**config.mk**
```make
export PLATFORM = sky130hd
export DESIGN_NAME = ebs_sequencer
export DESIGN_NICKNAME = d
export VERILOG_FILES = /design/src/rtl/ebs_pkg.sv /design/src/rtl/ebs_refresh_timer.sv /design/src/rtl/ebs_arbiter.sv /design/src/rtl/ebs_nmi_latch.sv /design/src/rtl/ebs_sequencer.sv
export SDC_FILE = /design/constraint.sdc
export NUM_CORES = 1
export LEC_CHECK = 0
export BUFFER_PORTS_ARGS = -buffer_cell sky130_fd_sc_hd__buf_4
export CAP_MARGIN = 20
export CORE_ASPECT_RATIO = 0.8
export CORE_MARGIN = 10
export CORE_UTILIZATION = 29
export CTS_CLUSTER_DIAMETER = 30
export DETAILED_ROUTE_END_ITERATION = 7
export MAX_ROUTING_LAYER = met4
export PLACE_DENSITY_LB_ADDON = 0.08
export SYNTH_ARGS = -nofsm -noshare
export SYNTH_HDL_FRONTEND = slang
export SYNTH_SLANG_ARGS = --single-unit
```
**constraint.sdc**
```tcl
create_clock -name clk -period 1.55 [get_ports clk]
set_input_delay 0.0775 -clock clk [delete_from_list [all_inputs] [get_ports clk]]
set_output_delay 0.0775 -clock clk [all_outputs]
set_load 0.01 [all_outputs]
```
**src/rtl/ebs_pkg.sv**
```systemverilog
package ebs_pkg;
  // bit 1 of the kind selects I/O space, bit 0 selects write
  typedef enum logic [1:0] {
    K_MRD  = 2'd0,
    K_MWR  = 2'd1,
    K_IORD = 2'd2,
    K_IOWR = 2'd3
  } kind_t;

  typedef enum logic [1:0] {
    O_NONE = 2'd0,
    O_CPU  = 2'd1,
    O_DMA  = 2'd2,
    O_REF  = 2'd3
  } owner_t;
endpackage

```
**src/rtl/ebs_refresh_timer.sv**
```systemverilog
module ebs_refresh_timer #(
  parameter int PERIOD = 72
) (
  input  logic clk,
  input  logic rst,
  input  logic take,
  output logic pend
);
  localparam int TW = $clog2(PERIOD);
  localparam logic [TW-1:0] LAST = TW'(PERIOD - 1);

  logic [TW-1:0] cnt;
  logic          due;

  assign due = (cnt == LAST);

  always_ff @(posedge clk) begin
    if (rst) begin
      cnt  <= '0;
      pend <= 1'b0;
    end else begin
      cnt <= due ? '0 : cnt + 1'b1;
      // a new expiry wins over a clear in the same clock
      if (due)       pend <= 1'b1;
      else if (take) pend <= 1'b0;
    end
  end
endmodule

```
**src/rtl/ebs_arbiter.sv**
```systemverilog
module ebs_arbiter
  import ebs_pkg::*;
(
  input  logic   ref_pend,
  input  logic   dma_req,
  input  logic   cpu_req,
  output owner_t grant
);
  always_comb begin
    if (ref_pend)     grant = O_REF;
    else if (dma_req) grant = O_DMA;
    else if (cpu_req) grant = O_CPU;
    else              grant = O_NONE;
  end
endmodule

```
**src/rtl/ebs_nmi_latch.sv**
```systemverilog
module ebs_nmi_latch (
  input  logic clk,
  input  logic rst,
  input  logic chk,
  input  logic ack,
  output logic nmi
);
  always_ff @(posedge clk) begin
    if (rst)      nmi <= 1'b0;
    else if (chk) nmi <= 1'b1;
    else if (ack) nmi <= 1'b0;
  end
endmodule

```
**src/rtl/ebs_sequencer.sv**
```systemverilog
module ebs_sequencer
  import ebs_pkg::*;
#(
  parameter int AW         = 20,
  parameter int DW         = 8,
  parameter int IO_BITS    = 9,
  parameter int ROW_BITS   = 8,
  parameter int MEM_CLKS   = 4,
  parameter int IO_CLKS    = 5,
  parameter int DMA_CLKS   = 5,
  parameter int REF_CLKS   = 5,
  parameter int REF_PERIOD = 72
) (
  input  logic          clk,
  input  logic          rst,
  input  logic          cpu_req,
  input  logic [1:0]    cpu_kind,
  input  logic [AW-1:0] cpu_addr,
  input  logic [DW-1:0] cpu_wdata,
  output logic          cpu_ack,
  input  logic          dma_req,
  input  logic [1:0]    dma_kind,
  input  logic [AW-1:0] dma_addr,
  output logic          dma_ack,
  input  logic          bus_ready,
  input  logic [DW-1:0] bus_din,
  input  logic          chan_chk,
  input  logic          nmi_ack,
  output logic [AW-1:0] bus_addr,
  output logic          mem_rd,
  output logic          mem_wr,
  output logic          io_rd,
  output logic          io_wr,
  output logic [DW-1:0] bus_dout,
  output logic          bus_doe,
  output logic [DW-1:0] rd_data,
  output logic          refresh_cyc,
  output logic          nmi_req
);
  localparam int MAX_A = (MEM_CLKS > IO_CLKS) ? MEM_CLKS : IO_CLKS;
  localparam int MAX_B = (DMA_CLKS > REF_CLKS) ? DMA_CLKS : REF_CLKS;
  localparam int MAXC  = (MAX_A > MAX_B) ? MAX_A : MAX_B;
  localparam int PW    = $clog2(MAXC + 1);
  localparam logic [PW-1:0] MEM_L = PW'(MEM_CLKS);
  localparam logic [PW-1:0] IO_L  = PW'(IO_CLKS);
  localparam logic [PW-1:0] DMA_L = PW'(DMA_CLKS);
  localparam logic [PW-1:0] REF_L = PW'(REF_CLKS);

  function automatic logic [AW-1:0] shape_addr(kind_t k, logic [AW-1:0] a);
    if (k[1]) return {{(AW-IO_BITS){1'b0}}, a[IO_BITS-1:0]};
    return a;
  endfunction

  // cycle state
  logic                busy;
  logic [PW-1:0]       phase;
  logic [PW-1:0]       len;
  kind_t               kind_q;
  owner_t              owner_q;
  logic [AW-1:0]       addr_q;
  logic [DW-1:0]       wdata_q;
  logic [ROW_BITS-1:0] row_q;
  logic [DW-1:0]       rd_q;

  logic   ref_pend, at_wait, at_last, hold, can_start, take, take_ref;
  owner_t grant;

  assign at_wait   = busy && (phase == len - 1'b1);
  assign at_last   = busy && (phase == len);
  assign hold      = at_wait && !bus_ready;
  assign can_start = !busy || at_last;
  assign take      = can_start && (grant != O_NONE);
  assign take_ref  = take && (grant == O_REF);

  ebs_refresh_timer #(.PERIOD(REF_PERIOD)) u_timer (
    .clk (clk),
    .rst (rst),
    .take(take_ref),
    .pend(ref_pend)
  );

  ebs_arbiter u_arb (
    .ref_pend(ref_pend),
    .dma_req (dma_req),
    .cpu_req (cpu_req),
    .grant   (grant)
  );

  ebs_nmi_latch u_nmi (
    .clk(clk),
    .rst(rst),
    .chk(chan_chk),
    .ack(nmi_ack),
    .nmi(nmi_req)
  );

  always_ff @(posedge clk) begin
    if (rst) begin
      busy    <= 1'b0;
      phase   <= '0;
      len     <= MEM_L;
      kind_q  <= K_MRD;
      owner_q <= O_NONE;
      addr_q  <= '0;
      wdata_q <= '0;
      row_q   <= '0;
      rd_q    <= '0;
    end else begin
      if (at_last) begin
        if (owner_q == O_CPU && !kind_q[0]) rd_q <= bus_din;
        if (owner_q == O_REF) row_q <= row_q + 1'b1;
      end
      if (take) begin
        busy    <= 1'b1;
        phase   <= PW'(1);
        owner_q <= grant;
        case (grant)
          O_REF: begin
            kind_q <= K_MRD;
            addr_q <= {{(AW-ROW_BITS){1'b0}}, row_q};
            len    <= REF_L;
          end
          O_DMA: begin
            kind_q <= kind_t'(dma_kind);
            addr_q <= shape_addr(kind_t'(dma_kind), dma_addr);
            len    <= DMA_L;
          end
          default: begin
            kind_q  <= kind_t'(cpu_kind);
            addr_q  <= shape_addr(kind_t'(cpu_kind), cpu_addr);
            wdata_q <= cpu_wdata;
            len     <= cpu_kind[1] ? IO_L : MEM_L;
          end
        endcase
      end else if (can_start) begin
        busy    <= 1'b0;
        phase   <= '0;
        owner_q <= O_NONE;
      end else if (!hold) begin
        phase <= phase + 1'b1;
      end
    end
  end

  logic strobe_on;
  assign strobe_on   = busy && (phase >= PW'(2));
  assign mem_rd      = strobe_on && (kind_q == K_MRD);
  assign mem_wr      = strobe_on && (kind_q == K_MWR);
  assign io_rd       = strobe_on && (kind_q == K_IORD);
  assign io_wr       = strobe_on && (kind_q == K_IOWR);
  assign bus_doe     = strobe_on && (owner_q == O_CPU) && kind_q[0];
  assign bus_dout    = wdata_q;
  assign bus_addr    = addr_q;
  assign rd_data     = rd_q;
  assign cpu_ack     = busy && (phase == PW'(1)) && (owner_q == O_CPU);
  assign dma_ack     = busy && (phase == PW'(1)) && (owner_q == O_DMA);
  assign refresh_cyc = busy && (owner_q == O_REF);
endmodule

```
Word level (Yosys, flattened, before mapping) --
Index checks and enable logic that the tools add are counted.
Cells by class: $add $sub $neg 4, magnitude comparators 1, equal/unequal tests 13, mux-type cells 30, bitwise logic cells 1, reduce and logical (&&, ||, !) cells 32
Operators with widths (number):
- 2-to-1 mux 20 bit | 4
- one-hot mux 20 bit (2 select lines) | 1
- 2-to-1 mux 1 bit | 20
- logical AND 1 bit | 17
- == test 2 bit (second input constant) | 6
- adder 8 x 1 -> 8 bit (second input constant) | 1
- 2-to-1 mux 2 bit | 4
- nonzero test 2 bit | 4
- adder 7 x 1 -> 7 bit (second input constant) | 1
- == test 7 bit (second input constant) | 1
- == test 3 bit | 2
- AND reduction 2 bit | 3
- == test 2 x 1 -> 1 bit (second input constant) | 2
- one-hot mux 2 bit (2 select lines) | 1
- OR reduction 2 bit | 2
- adder 3 x 1 -> 3 bit (second input constant) | 1
- == test 3 x 1 -> 1 bit (second input constant) | 1
- greater-or-equal comparator 3 x 2 -> 1 bit (second input constant) | 1
- logical NOT 1 bit | 3
- inequality test 3 x 1 -> 1 bit (second input constant) | 1
- OR reduction 3 bit | 1
- subtractor 3 x 1 -> 3 bit (second input constant) | 1
- logical NOT 2 bit | 1
- logical OR 1 bit | 1
- NOT 1 bit | 1
Word-level totals: register bits after elaboration 64, input bits 67, logic and storage cells 94

Logic depth before layout (Yosys ltp) --
Gate-level depths: netlist of the first run.
depth in word-level cells 10, depth in mapped cells 7, mapped depth without buffers 5

Hierarchy --
Synthesis of the first run repeated with hierarchy kept, for this count alone.
Unflattened totals: cells, all modules 349, area, all modules 3060.4 sq um
Modules (own cells, without submodules):
- ebs_sequencer | times used 1, cells each 306, area an instance 2652.5 sq um, seq. area each 1061.0 sq um
- ebs_refresh_timer | times used 1, cells each 36, area an instance 351.6 sq um, seq. area each 160.2 sq um
- ebs_nmi_latch | times used 1, cells each 4, area an instance 38.8 sq um, seq. area each 20.0 sq um
- ebs_arbiter | times used 1, cells each 3, area an instance 17.5 sq um, seq. area each 0.0 sq um

Worst setup path after synthesis of the first run --
OpenSTA, ideal clock, no wires.
kind register -> register, from register phase[0], to register rd_q[0], in the netlist rd_data[0], data arrival time 1425 ps, required time 1422 ps, setup slack -3 ps, stages on the path, launching flop included 7, path buffers 2, clock period less this slack 1553 ps, cells stage by stage dfxtp_1 > buf_4 > xor2_1 > or4_1 > buf_2 > mux2i_1 > nor2_1
Between the ends: word-level cells in the longest chain between the ends 3
RTL lines:
- from (decl) | line ebs_sequencer.sv:56 | logic [PW-1:0] phase;
- from (signal assigned) | line ebs_sequencer.sv:140 | phase <= phase + 1'b1;
- == test 3 bit | line ebs_sequencer.sv:69 | assign at_last = busy && (phase == len);
- logical AND 1 bit | line ebs_sequencer.sv:69
- AND reduction 2 bit (no line)
- to (signal assigned) | line ebs_sequencer.sv:110 | if (owner_q == O_CPU && !kind_q[0]) rd_q <= bus_din;
- to (decl) | line ebs_sequencer.sv:63 | logic [DW-1:0] rd_q;
Every way passes these cells. A chain may end at the register's enable or synchronous reset.

Worst setup path after layout of the first run --
from register phase[0], to output port io_wr
Between the ends: word-level cells in the longest chain between the ends 3
RTL lines:
- greater-or-equal comparator 3 x 2 -> 1 bit | line ebs_sequencer.sv:146 | assign strobe_on = busy && (phase >= PW'(2));
- logical AND 1 bit | line ebs_sequencer.sv:146
- logical AND 1 bit | line ebs_sequencer.sv:150 | assign io_wr = strobe_on && (kind_q == K_IOWR);
- to (decl) | line ebs_sequencer.sv:33 | output logic io_wr,
Every way passes these cells.

==> Flow_metrics.wiki, run 1 <==
{| class="wikitable"
! Metric !! Value
|-
| Sinks on the clock net || 62
|-
| Mapped Area || 0.00312 sq mm
|-
| GRT Total Usage || 13.0%
|-
| Distinct cell type count after synthesis || between 40 and 50
|-
| Final Wtd Congestion || 0.764
|-
| Leading cell types by count after synthesis || sky130_fd_sc_hd__dfxtp_1 (62), sky130_fd_sc_hd__nand2_1 (31), sky130_fd_sc_hd__nor2_1 (31), sky130_fd_sc_hd__o21ai_0 (31), sky130_fd_sc_hd__a21oi_1 (30)
|-
| Insertion delay to the later sink of the worst-skew pair || 0.33 ns
|-
| Final WS setup || -0.136 ns
|-
| Die H || 113 um
|-
| TNS Setup || -3.30 ns
|-
| Synth Instances || 368
|-
| Data required time of the critical path || 1.47 ns
|-
| Synthesized netlist net count || 440
|-
| Width of the die || 136 um
|-
| Final Hold Viols || 0
|-
| DR vias || 3,129
|-
| Pin count of the biggest net entering global routing || 32
|-
| Number of synthesized register bits || 62
|-
| Pwr per Cell Area || 893 mW/mm^2
|-
| Part of the cycle the worst path needs || 109%
|-
| Clock transition time at the flip-flop clock pins of the worst setup and hold paths || about 0.06 ns
|-
| Detailed placement HPWL || 7.33 mm
|-
| Worst Path Max Fanout || 6
|-
| Die Outline Area || between 0.015 and 0.02 sq mm
|-
| Max-cap check violation count || 0
|-
| Wire length of the first global-routing pass || 16.3 mm
|-
| Final ANT Viol Nets || 0
|-
| Share of synthesized area occupied by flip-flops and latches || 39.7%
|-
| CP startpoint kind || flop
|-
| Overall power consumption || 0.00449 W
|-
| Final Max Tran Viols || 0
|-
| Top post-synthesis cells by area || sky130_fd_sc_hd__dfxtp_1 (40%), sky130_fd_sc_hd__mux2i_1 (9.3%), sky130_fd_sc_hd__o21ai_0 (5.0%)
|-
| Setup slack of the most critical reg-to-reg path || -0.13 ns
|-
| Sequential share of power || 38.1%
|-
| Hold WC Path Type || in -> reg
|-
| Run status || finished with violations
|-
| P_int || 0.00333 W
|-
| Total clock buffers created by CTS || 9
|-
| Startpoint-to-endpoint class of the critical path || reg -> out
|-
| Average cell area after synthesis || 8.49 sq um
|-
| Net count reported at finish || ~590
|-
| Most repeated cell in the gate-level netlist after synthesis || sky130_fd_sc_hd__dfxtp_1
|-
| Post-Route WL || 10.2 mm
|-
| H-tree lvl count || 3
|-
| Post-synthesis to final-layout area growth || 60.9%
|-
| End-of-flow core utilization || 48.3%
|-
| Starting density of the core || about 30%
|-
| Worst Skew || 0.00889 ns
|-
| Post-route DRC || 0
|-
| Share of async-settable or async-resettable flops after synthesis || 0%
|-
| P_sw || 0.00116 W
|-
| Number of placement rows || 33
|-
| Grt ovf || 0
|-
| Clk network pwr share || between 40 and 50%
|-
| Part of the total power dissipated in combinational logic || roughly 17%
|-
| Drt initial violations || roughly 180
|-
| Achievable frequency || between 500 and 600 MHz
|-
| Final setup viols || 37
|-
| Number of antenna diodes || 0
|-
| Maximum buffer depth of the clock tree || 2
|-
| IR drop worst, VDD || 0.000504 V
|-
| Cell type with the largest total area after synthesis || sky130_fd_sc_hd__dfxtp_1
|-
| Max transition margin || 71.3%
|-
| Min Hold Slack || approximately 0.007 ns
|-
| Detailed-router iteration count before antenna repair || 4
|-
| TritonCTS clock tree || done
|-
| Final-layout fill cell count || around 1.0k
|-
| Num ports || 112
|-
| Post-DR vias/cell || 4.75
|-
| Arrival time reported for the critical path endpoint || 1.61 ns
|-
| Number of global-route vias before repair || 3,136
|-
| Wirelength per Cell || 15.4 um
|-
| Transition time of the tightest slew-check pin || 0.426 ns
|-
| Total leakage power || 2.14 nW
|-
| Failing checks || setup timing
|-
| Clock root buffer || sky130_fd_sc_hd__clkbuf_16
|-
| Primary FF master, synth || sky130_fd_sc_hd__dfxtp_1
|-
| RSZ-0062 raised after global routing || yes
|-
| Port-buffer cells || 111
|-
| Total core area || ~0.010 sq mm
|-
| Fraction of post-synthesis cell area in the top cell type by area || just under 40%
|-
| Type of destination of the critical path || output port
|-
| Count of warnings emitted by yosys || 0
|-
| Number of enable-type register cells in the synthesized netlist || 0
|-
| Number of antenna violations at the first check in global routing || 0
|-
| Share of post-route cells with drive strength above 1 || roughly 44%
|-
| Shortest period the worst path allows || between 1.5 and 2 ns
|-
| Switching portion of total power || 25.7%
|}
## flip-flops by register name, indices dropped and copies added, names as in the netlist
name,flops
u_timer.pend,1
row_q,8
busy,1
owner_q,2
kind_q,2
bus_addr,20
u_nmi.nmi,1
u_timer.cnt,7
rd_data,8
phase,3
len,1
bus_dout,8
## worst paths after layout
kind / start / end / cells after the start
setup / recovery: phase[0] / io_wr / 7
hold / removal: cpu_wdata[4] / bus_dout[4] / 3
setup reg to reg: phase[0] / bus_addr[12] / 6
hold reg to reg: u_timer.cnt[0] / u_timer.cnt[0] / 1
## critical path: stages (launching register included)
cell                      delay [ns]
sky130_fd_sc_hd__dfxtp_4        0.34
sky130_fd_sc_hd__buf_6          0.12
sky130_fd_sc_hd__inv_4          0.04
sky130_fd_sc_hd__ha_4           0.14
sky130_fd_sc_hd__or3_4          0.36
sky130_fd_sc_hd__nand3_4        0.10
sky130_fd_sc_hd__nor2_2         0.04
sky130_fd_sc_hd__buf_4          0.13
## area by class of cell
type / count / area [sq um] / area share [%]
well taps: 140 / 175 / 3.48
flip-flops and latches: 62 / 1250 / 24.9
multi-input cells: 267 / 1920 / 38.2
clock inverters: 7 / 75.1 / 1.49
clock buffers: 9 / 225 / 4.48
repair buffers: 166 / 1350 / 26.9
inverters: 8 / 32.5 / 0.647
## metal layers
metal	routed length (um)	vias up	track usage (%)
li1	-	1600	-
met1	5110	1454	17.8
met2	4530	68	19.0
met3	472	7	3.01
met4	70	0	3.19
met5	0	-	-
## logic make-up after synthesis
| family | after synthesis | share of synthesized area (%) |
|---|---|---|
| fa+ha+maj | 5 | 2.00 |
| buf+inv | 39 | 6.05 |
| simple gates | 140 | 24.4 |
| mux | 32 | 10.4 |
| compound gates | 81 | 14.3 |
| flops | 62 | 39.7 |
| xor+xnor | 9 | 3.12 |
## power by group through the flow
stage | Sequential, W | Combinational, W | Clock (W)
2_1_floorplan | 0.00174 | 0.000298 | 0
3_3_place_gp | 0.00174 | 0.000621 | 0
3_5_place_dp | 0.00174 | 0.000627 | 0
4_1_cts | 0.00170 | 0.000723 | 0.00207
5_1_grt | 0.00172 | 0.000840 | 0.00215
6_report | 0.00171 | 0.000771 | 0.00201
## cell usage in the layout (no fill, tap or decap), drive strengths merged
| cell type | synthesis | layout |
|---|---|---|
| nand4 | 2 | 2 |
| nor3 | 9 | 9 |
| xor2 | 4 | 4 |
| nor4 | 2 | 2 |
| a31oi | 12 | 12 |
| nor4b | 1 | 1 |
| clkinv | 1 | 4 |
| or4 | 15 | 15 |
| a311oi | 1 | 1 |
| nand2b | 3 | 3 |
| ha | 5 | 5 |
| and4bb | 1 | 1 |
| and2 | 1 | 1 |
| nor2 | 31 | 31 |
| nand2 | 31 | 31 |
| dfxtp | 62 | 62 |
| buf | 18 | 152 |
| a21boi | 1 | 1 |
| nor3b | 12 | 12 |
| nand3 | 17 | 17 |
| and2b | 1 | 1 |
| bufinv | 0 | 1 |
| and3 | 2 | 2 |
| inv | 7 | 7 |
| o21ai | 33 | 33 |
| clkinvlp | 0 | 3 |
| o21a | 1 | 1 |
| nor2b | 5 | 5 |
| o211ai | 3 | 3 |
| dlygate4sd3 | 0 | 13 |
| xnor2 | 5 | 5 |
| or3 | 4 | 4 |
| mux2 | 3 | 3 |
| nand4b | 1 | 1 |
| nor4bb | 1 | 1 |
| nand3b | 1 | 1 |
| mux2i | 29 | 29 |
| a21oi | 30 | 30 |
| clkbuf | 13 | 10 |
## repair_timing
item / 4_1_cts / 5_1_grt
gates cloned: 0 / 1
hold endpoints to repair: 13 / 0
pin swaps: 15 / 13
hold buffers: 13 / 0
endpoints found under the setup margin: 52 / 54
buffers inserted: 7 / 2
resized for setup: 36 / 35
## stage by stage
stage / worst slack [ns] / instance area (sq um) / std cells
detailed placement: -0.138 / 4240 / 620
floorplan: 0.00176 / 3130 / 368
finish: -0.136 / 5030 / 659
CTS: -0.182 / 4860 / 656
global route: -0.192 / 5030 / 659
global placement: -0.154 / 4240 / 620
(Power assumes the default switching activity.)
==> inputs of run 2 (changes only) <==
PLACE_DENSITY = 0.62   (was default)
PLACE_DENSITY_LB_ADDON = default   (was 0.08)
==> run 2 against run 1 <==
Against the previous run: the run still ends with setup timing left; power shrank 5.8%; non-clock buffer count decreased by 7; critical path depth unchanged; combinational power fell by 2%; clock-buffer cell count rose by 3; die area is the same; critical path type unchanged; largest power group unchanged; highest routed layer unchanged.
==> Flow_metrics.wiki, run 2 (synthesis gave the netlist of run 1 again) <==
{| class="wikitable"
! Metric !! Value
|-
| Run status || finished with violations
|-
| Failing checks || setup timing
|-
| End-of-flow core utilization || 47.3% (-0.97 points)
|-
| Final ANT Viol Nets || 0 (unchanged)
|-
| Capture point of the critical path || mem_rd
|-
| Capturing point of the worst reg2reg path || bus_addr[18]
|-
| Starting density of the core || 30.0% (unchanged)
|-
| Clock root buffer || sky130_fd_sc_hd__clkbuf_16
|-
| Worst reg2reg path depth || 6 (unchanged)
|-
| Post-Route WL || 9.76 mm (-4.2%)
|-
| Maximum buffer depth of the clock tree || 2 (unchanged)
|-
| Final Hold Viols || 0 (unchanged)
|-
| Type of destination of the critical path || output port
|-
| Placed cells || 620 (unchanged)
|-
| Number of antenna violations at the first check in global routing || 0 (unchanged)
|-
| Multi-input logic area || 0.00192 sq mm (about the same)
|-
| Num ports || 112 (unchanged)
|-
| Total clock buffers created by CTS || 9 (unchanged)
|-
| Sinks on the clock net || 62 (unchanged)
|-
| Net count reported at finish || 579 (-1.2%)
|-
| Width of the die || 136 um (unchanged)
|-
| Post-synthesis to final-layout area growth || 57.7%
|-
| Detailed-router iteration count before antenna repair || 4 (unchanged)
|-
| Transition time of the tightest slew-check pin || 0.566 ns (+0.140 ns)
|-
| Max FFs per register || 20 (unchanged)
|-
| Final Max Tran Viols || 0 (unchanged)
|-
| Pin count of the biggest net entering global routing || 33 (+3.1%)
|-
| Final instance count without filler cells || 650 (-1.4%)
|-
| Detailed placement HPWL || 7.23 mm (-1.3%)
|-
| Final-layout fill cell count || 1,008 (-1.9%)
|-
| Shortest period the worst path allows || 1.64 ns (-0.0420 ns)
|-
| Final Wtd Congestion || 0.794 (+3.9%)
|-
| Data required time of the critical path || 1.47 ns (about the same)
|-
| GRT Total Usage || 12.6% (-0.44 points)
|-
| Max-cap check violation count || 0 (unchanged)
|-
| TNS Setup || -0.923 ns (+2.38 ns)
|-
| Post-DR vias/cell || 4.74 (-0.27%)
|-
| Post-route DRC || 0 (unchanged)
|-
| TritonCTS clock tree || done
|-
| Number of placement rows || 33 (unchanged)
|-
| IR drop worst, VDD || 0.000483 V (-4.2%)
|-
| Number of antenna diodes || 0 (unchanged)
|-
| Max transition margin || 62.0% (-9.3 points)
|-
| Reg-to-reg startpoint || phase[0]
|-
| Final setup viols || 16 (-57%)
|-
| Startpoint-to-endpoint class of the critical path || reg -> out
|-
| RSZ-0062 raised after global routing || yes
|-
| Hold WC Path Type || in -> reg
|-
| Die Outline Area || 0.0154 sq mm (unchanged)
|-
| DR vias || 3,078 (-1.6%)
|-
| Achievable frequency || 608 MHz (+2.6%)
|-
| Number of global-route vias before repair || 3,203 (+2.1%)
|-
| Final WS setup || -0.0938 ns (+0.0420 ns)
|-
| Clock transition time at the flip-flop clock pins of the worst setup and hold paths || 0.05 ns (about the same)
|-
| Total leakage power || 2.10 nW (-1.7%)
|-
| CP startpoint kind || flop
|-
| Wire length of the first global-routing pass || 15.7 mm (-3.9%)
|-
| Critical path startpoint || phase[0]
|-
| Grt ovf || 0 (unchanged)
|-
| Setup slack of the most critical reg-to-reg path || -0.09 ns (+0.04 ns)
|-
| Port-buffer cells || 111 (unchanged)
|-
| Total core area || 0.0104 sq mm (unchanged)
|-
| Arrival time reported for the critical path endpoint || 1.57 ns (-0.04 ns)
|-
| H-tree lvl count || 3 (unchanged)
|-
| Wirelength per Cell || 15.0 um (-2.8%)
|-
| Worst Skew || 0.00993 ns (+0.00104 ns)
|-
| Pwr per Cell Area || 859 mW/mm^2 (-3.9%)
|-
| Most common cell after layout, fill and taps aside || sky130_fd_sc_hd__buf_4
|-
| Worst Path Max Fanout || 2 (-4)
|-
| Number of cells traversed by the worst hold path || 3 (unchanged)
|-
| Drt initial violations || 148 (-16%)
|-
| Sequential cell area || 0.00125 sq mm (+0.40%)
|-
| Die H || 113 um (unchanged)
|-
| Insertion delay to the later sink of the worst-skew pair || 0.33 ns (about the same)
|-
| Share of post-route cells with drive strength above 1 || 43.7% (-0.40 points)
|-
| Most frequent cells in the layout || sky130_fd_sc_hd__buf_4 (138), sky130_fd_sc_hd__dfxtp_1 (55), sky130_fd_sc_hd__nand2_1 (30), sky130_fd_sc_hd__o21ai_0 (30)
|-
| Part of the cycle the worst path needs || 106% (-2.7 points)
|}
-- run 2: changes by cell type in the layout (fill, tap and decap cells not counted), sizes merged --
| cell | delta |
|---|---|
| dlygate4sd3 | -5 |
| clkinvlp | -3 |
| clkbuf | +2 |
| buf | -1 |
| bufinv | -1 |
| clkinv | -1 |
-- run 2: timing repair --
item,4_1_cts,5_1_grt
resized for setup,36,35
setup endpoints to repair,45,45
hold buffers,8,0
pin swaps,17,15
setup buffers,6,3
endpoints found under the hold margin,8,0
-- run 2: through the flow --
stage / setup WS (ns) / instance area [sq um] / power, W / hold WS [ns]
finish: -0.0938 / 4930 / 0.00423 / 0.00211
global route: -0.149 / 4930 / 0.00441 / 0.0238
CTS: -0.0975 / 4780 / 0.00423 / 0.0000705
detailed placement: -0.146 / 4260 / 0.00236 / 0.294
global placement: -0.106 / 4260 / 0.00235 / 0.289
floorplan: 0.00176 / 3130 / 0.00204 / 0.194
-- run 2: final cells by class --
type / count / area share [%]
multi-input cells: 267 / 38.9
repair buffers: 159 / 26.2
flip-flops and latches: 62 / 25.5
clock buffers: 12 / 5.00
well taps: 140 / 3.56
inverters: 8 / 0.610
clock inverters: 2 / 0.203
-- run 2: layer usage --
layer	part of all wire [%]	GRT usage (%)
met1	47	15.6
met4	0.90	2.62
met5	0	-
met3	5.2	4.11
met2	46	19.7
-- run 2: worst min path at each step --
stage	start	end	slack, ns
2_1_floorplan	cpu_req	len[0]	0.19
3_3_place_gp	chan_chk	u_nmi.nmi	0.29
3_5_place_dp	chan_chk	u_nmi.nmi	0.29
4_1_cts	cpu_wdata[0]	bus_dout[0]	0.00007
5_1_grt	bus_din[1]	rd_data[1]	0.02
6_report	bus_din[1]	rd_data[1]	0.002
-- run 2: critical path, cell delays in order (launching register included) --
cell                      delay [ns]
sky130_fd_sc_hd__dfxtp_4        0.34
sky130_fd_sc_hd__buf_6          0.10
sky130_fd_sc_hd__inv_2          0.03
sky130_fd_sc_hd__ha_2           0.16
sky130_fd_sc_hd__or3_4          0.35
sky130_fd_sc_hd__nand2_2        0.08
sky130_fd_sc_hd__nor3_1         0.04
sky130_fd_sc_hd__buf_4          0.14
-- run 2: power breakdown --
part | internal [W] | switching [W] | total (W)
logic | 0.000424 | 0.000332 | 0.000756
registers | 0.00166 | 0.0000485 | 0.00171
clock network | 0.00110 | 0.000663 | 0.00176
total | 0.00319 | 0.00104 | 0.00423
==> inputs of run 3 (changes only) <==
RECOVER_POWER = 100   (was default)
SETUP_SLACK_MARGIN = 0.02   (was default)
==> run 3 against run 2 <==
Against the previous run: the flow still finishes with violations (setup timing); clock power is 6% higher; utilization is 0.35 points lower; cell area is 0.74% lower; first-iteration DRC count is 19% higher; sequential cell count stayed put; largest cell class unchanged; critical path depth stayed put; clock skew is 0.0021 ns lower; die area stayed put; setup slack worse by 0.015 ns; sequential power hardly changed.
==> Flow_metrics.wiki, run 3 (synthesis gave the netlist of run 1 again) <==
{| class="wikitable"
! Metric !! Value
|-
| Run status || finished with violations
|-
| Failing checks || setup timing
|-
| Post-synthesis to final-layout area growth || 56.5%
|-
| Met3 demand-to-capacity share in global routing || 3.67% (-0.44 points)
|-
| Detailed placement HPWL || 7.24 mm (about the same)
|-
| Most common cell after layout, fill and taps aside || sky130_fd_sc_hd__buf_4
|-
| Total leakage power || 2.00 nW (-5.1%)
|-
| Clk network pwr share || 43.1% (+1.4 points)
|-
| Switching portion of total power || 24.7% (+0.026 points)
|-
| Capturing point of the worst reg2reg path || bus_addr[13]
|-
| Final WS setup || -0.109 ns (-0.0147 ns)
|-
| Wire length of the first global-routing pass || 15.9 mm (+1.8%)
|-
| Type of destination of the critical path || output port
|-
| Share of post-route cells with drive strength above 1 || 37.1% (-6.6 points)
|-
| Hold Crit Endpoint || bus_dout[5]
|-
| Met1 demand-to-capacity share in global routing || 16.0% (+0.42 points)
|-
| Top Usage Layer GRT || met2
|-
| Number of cells traversed by the worst hold path || 3 (unchanged)
|-
| Post-route DRC || 0 (unchanged)
|-
| Insertion delay to the later sink of the worst-skew pair || 0.33 ns (about the same)
|-
| GRT Total Usage || 13.0% (+0.35 points)
|-
| Final-layout fill cell count || 1,003 (-0.50%)
|-
| Wirelength per Cell || 15.4 um (+2.9%)
|-
| Worst Path Max Fanout || 4 (+2)
|-
| Pin count of the biggest net entering global routing || 32 (-3.0%)
|-
| Drt initial violations || 176 (+19%)
|-
| Startpoint-to-endpoint class of the critical path || reg -> out
|-
| Starting density of the core || 30.0% (unchanged)
|-
| Final ANT Viol Nets || 0 (unchanged)
|-
| Cell family with most CP delay || simple AND/OR/NAND/NOR gates
|-
| Num ports || 112 (unchanged)
|-
| Sequential share of power || 39.5% (-0.9 points)
|-
| Min Hold Slack || 0.00734 ns (+0.00524 ns)
|-
| Final instance count without filler cells || 655 (+0.77%)
|-
| Final setup viols || 36 (+20)
|-
| Final Max Tran Viols || 0 (unchanged)
|-
| Master of the slowest instance on the critical path || sky130_fd_sc_hd__or3_4
|-
| Critical Path, Cell by Cell || buf_6 > inv_4 > ha_4 > or3_4 > nand3_4 > nor2_2 > buf_4
|-
| Multi-input logic area || 0.00193 sq mm (+0.85%)
|-
| Count of buffering cells on the critical path with inverters included || 3 (unchanged)
|-
| H-tree lvl count || 3 (unchanged)
|-
| Sinks on the clock net || 62 (unchanged)
|-
| Setup slack of the most critical reg-to-reg path || -0.10 ns (about the same)
|-
| TritonCTS clock tree || done
|-
| Net count reported at finish || 584 (+0.86%)
|-
| Clock transition time at the flip-flop clock pins of the worst setup and hold paths || 0.05 ns (about the same)
|-
| Achievable frequency || 603 MHz (-0.89%)
|-
| Worst slack at placement || -0.0905 ns (+0.0554 ns)
|-
| Reg-to-reg startpoint || phase[0]
|-
| Hold WC Path Type || in -> reg
|-
| Data required time of the critical path || 1.47 ns (about the same)
|-
| Number of antenna violations at the first check in global routing || 0 (unchanged)
|-
| Slowest Stage Delay on Critical Path || 0.36 ns (about the same)
|-
| Worst Skew || 0.00780 ns (-0.00213 ns)
|-
| Pwr per Cell Area || 884 mW/mm^2 (+3.0%)
|-
| Width of the die || 136 um (unchanged)
|-
| Number of global-route vias before repair || 3,288 (+2.7%)
|-
| Detailed-router iteration count before antenna repair || 4 (unchanged)
|-
| Final Wtd Congestion || 0.799 (+0.64%)
|-
| Met2 Resource Use GR || 20.1% (+0.42 points)
|-
| P_int || 0.00326 W (+2.2%)
|-
| Total core area || 0.0104 sq mm (unchanged)
|-
| Number of antenna diodes || 0 (unchanged)
|-
| Final Hold Viols || 0 (unchanged)
|-
| Post-DR vias/cell || 4.83 (+2.0%)
|-
| DR vias || 3,165 (+2.8%)
|-
| Sequential cell area || 0.00125 sq mm (-0.20%)
|-
| Port-buffer cells || 111 (unchanged)
|-
| Max FFs per register || 20 (unchanged)
|-
| Overall power consumption || 0.00432 W (+2.3%)
|-
| Part of the cycle the worst path needs || 107% (+0.95 points)
|-
| Worst reg2reg path depth || 6 (unchanged)
|-
| CP startpoint kind || flop
|-
| Number of placement rows || 33 (unchanged)
|-
| Most frequent cells in the layout || sky130_fd_sc_hd__buf_4 (98), sky130_fd_sc_hd__dfxtp_1 (55), sky130_fd_sc_hd__clkbuf_1 (40)
|-
| Maximum buffer depth of the clock tree || 2 (unchanged)
|-
| Post-Route WL || 10.1 mm (+3.7%)
|-
| P_sw || 0.00107 W (+2.4%)
|-
| Max-cap check violation count || 0 (unchanged)
|-
| Startpoint of the tightest hold check path || cpu_wdata[5]
|-
| Transition time of the tightest slew-check pin || 0.365 ns (-0.200 ns)
|-
| Placed cells || 624 (+0.65%)
|-
| Part of the total power dissipated in combinational logic || 17.4% (-0.5 points)
|-
| RSZ-0062 raised after global routing || yes
|-
| Total clock buffers created by CTS || 9 (unchanged)
|-
| Max transition margin || 75.6% (+14 points)
|-
| Grt ovf || 0 (unchanged)
|-
| Arrival time reported for the critical path endpoint || 1.58 ns (about the same)
|-
| Die Outline Area || 0.0154 sq mm (unchanged)
|-
| Die H || 113 um (unchanged)
|-
| Shortest period the worst path allows || 1.66 ns (+0.0147 ns)
|-
| IR drop worst, VDD || 0.000406 V (-16%)
|-
| Clock root buffer || sky130_fd_sc_hd__clkbuf_16
|}
-- run 3: worst register-to-register path, stage by stage (launching register included) --
cell and delay (ns):
sky130_fd_sc_hd__dfxtp_4 0.34, sky130_fd_sc_hd__buf_6 0.13, sky130_fd_sc_hd__xnor2_4 0.19, sky130_fd_sc_hd__a21boi_4 0.12, sky130_fd_sc_hd__clkbuf_16 0.17, sky130_fd_sc_hd__or4_4 0.51
sky130_fd_sc_hd__a21oi_2 0.13
-- run 3: per-stage QoR --
| step | area [sq um] | util [%] | setup TNS (ns) |
|---|---|---|---|
| after floorplan | 3140 | - | 0 |
| after global placement | 4270 | 41.0 | -0.681 |
| after detailed placement | 4270 | 41.0 | -2.09 |
| after CTS | 4790 | 46.0 | -2.46 |
| after global routing | 4890 | 47.0 | -4.90 |
| final | 4890 | 47.0 | -2.14 |
-- run 3: worst max-delay path by stage --
stage,startpoint,depth (start not counted),slack [ns],to
after global placement,phase[0],5,-0.04,rd_data[5]
after CTS,phase[0],7,-0.13,bus_doe
final,phase[0],7,-0.11,io_wr
after global routing,phase[0],7,-0.16,io_wr
after detailed placement,len[0],6,-0.09,bus_dout[4]
after floorplan,phase[0],6,0.01,bus_addr[10]
-- run 3: power groups by stage --
stage                     Sequential (W)  Combinational [W]  Clock, W
final                            0.00171           0.000751   0.00186
after global routing             0.00172           0.000819   0.00200
after CTS                        0.00171           0.000702   0.00192
after detailed placement         0.00174           0.000632         0
after global placement           0.00174           0.000620         0
after floorplan                  0.00174           0.000301         0
-- run 3: layer usage --
metal	vias to the layer above	wire (um)
li1	1600	-
met1	1470	4780
met2	83	4710
met3	12	522
met4	0	99
met5	-	0
-- run 3: layout make-up --
type                            instances  share of cell area [%]
Clock buffer                           13                    5.53
Clock inverter                          1                   0.102
Sequential cell                        62                    25.6
Multi-Input combinational cell        267                    39.5
Timing Repair Buffer                  164                    25.0
Inverter                                8                   0.665
Tap cell                              140                    3.58
-- run 3: repair_timing --
item | in CTS | in global routing
cloned | 0 | 3
endpoints found under the setup margin | 43 | 48
gates resized for setup | 32 | 48
setup buffers | 3 | 2
hold buffers | 10 | 0
pin swaps | 11 | 20
endpoints found under the hold margin | 10 | 0
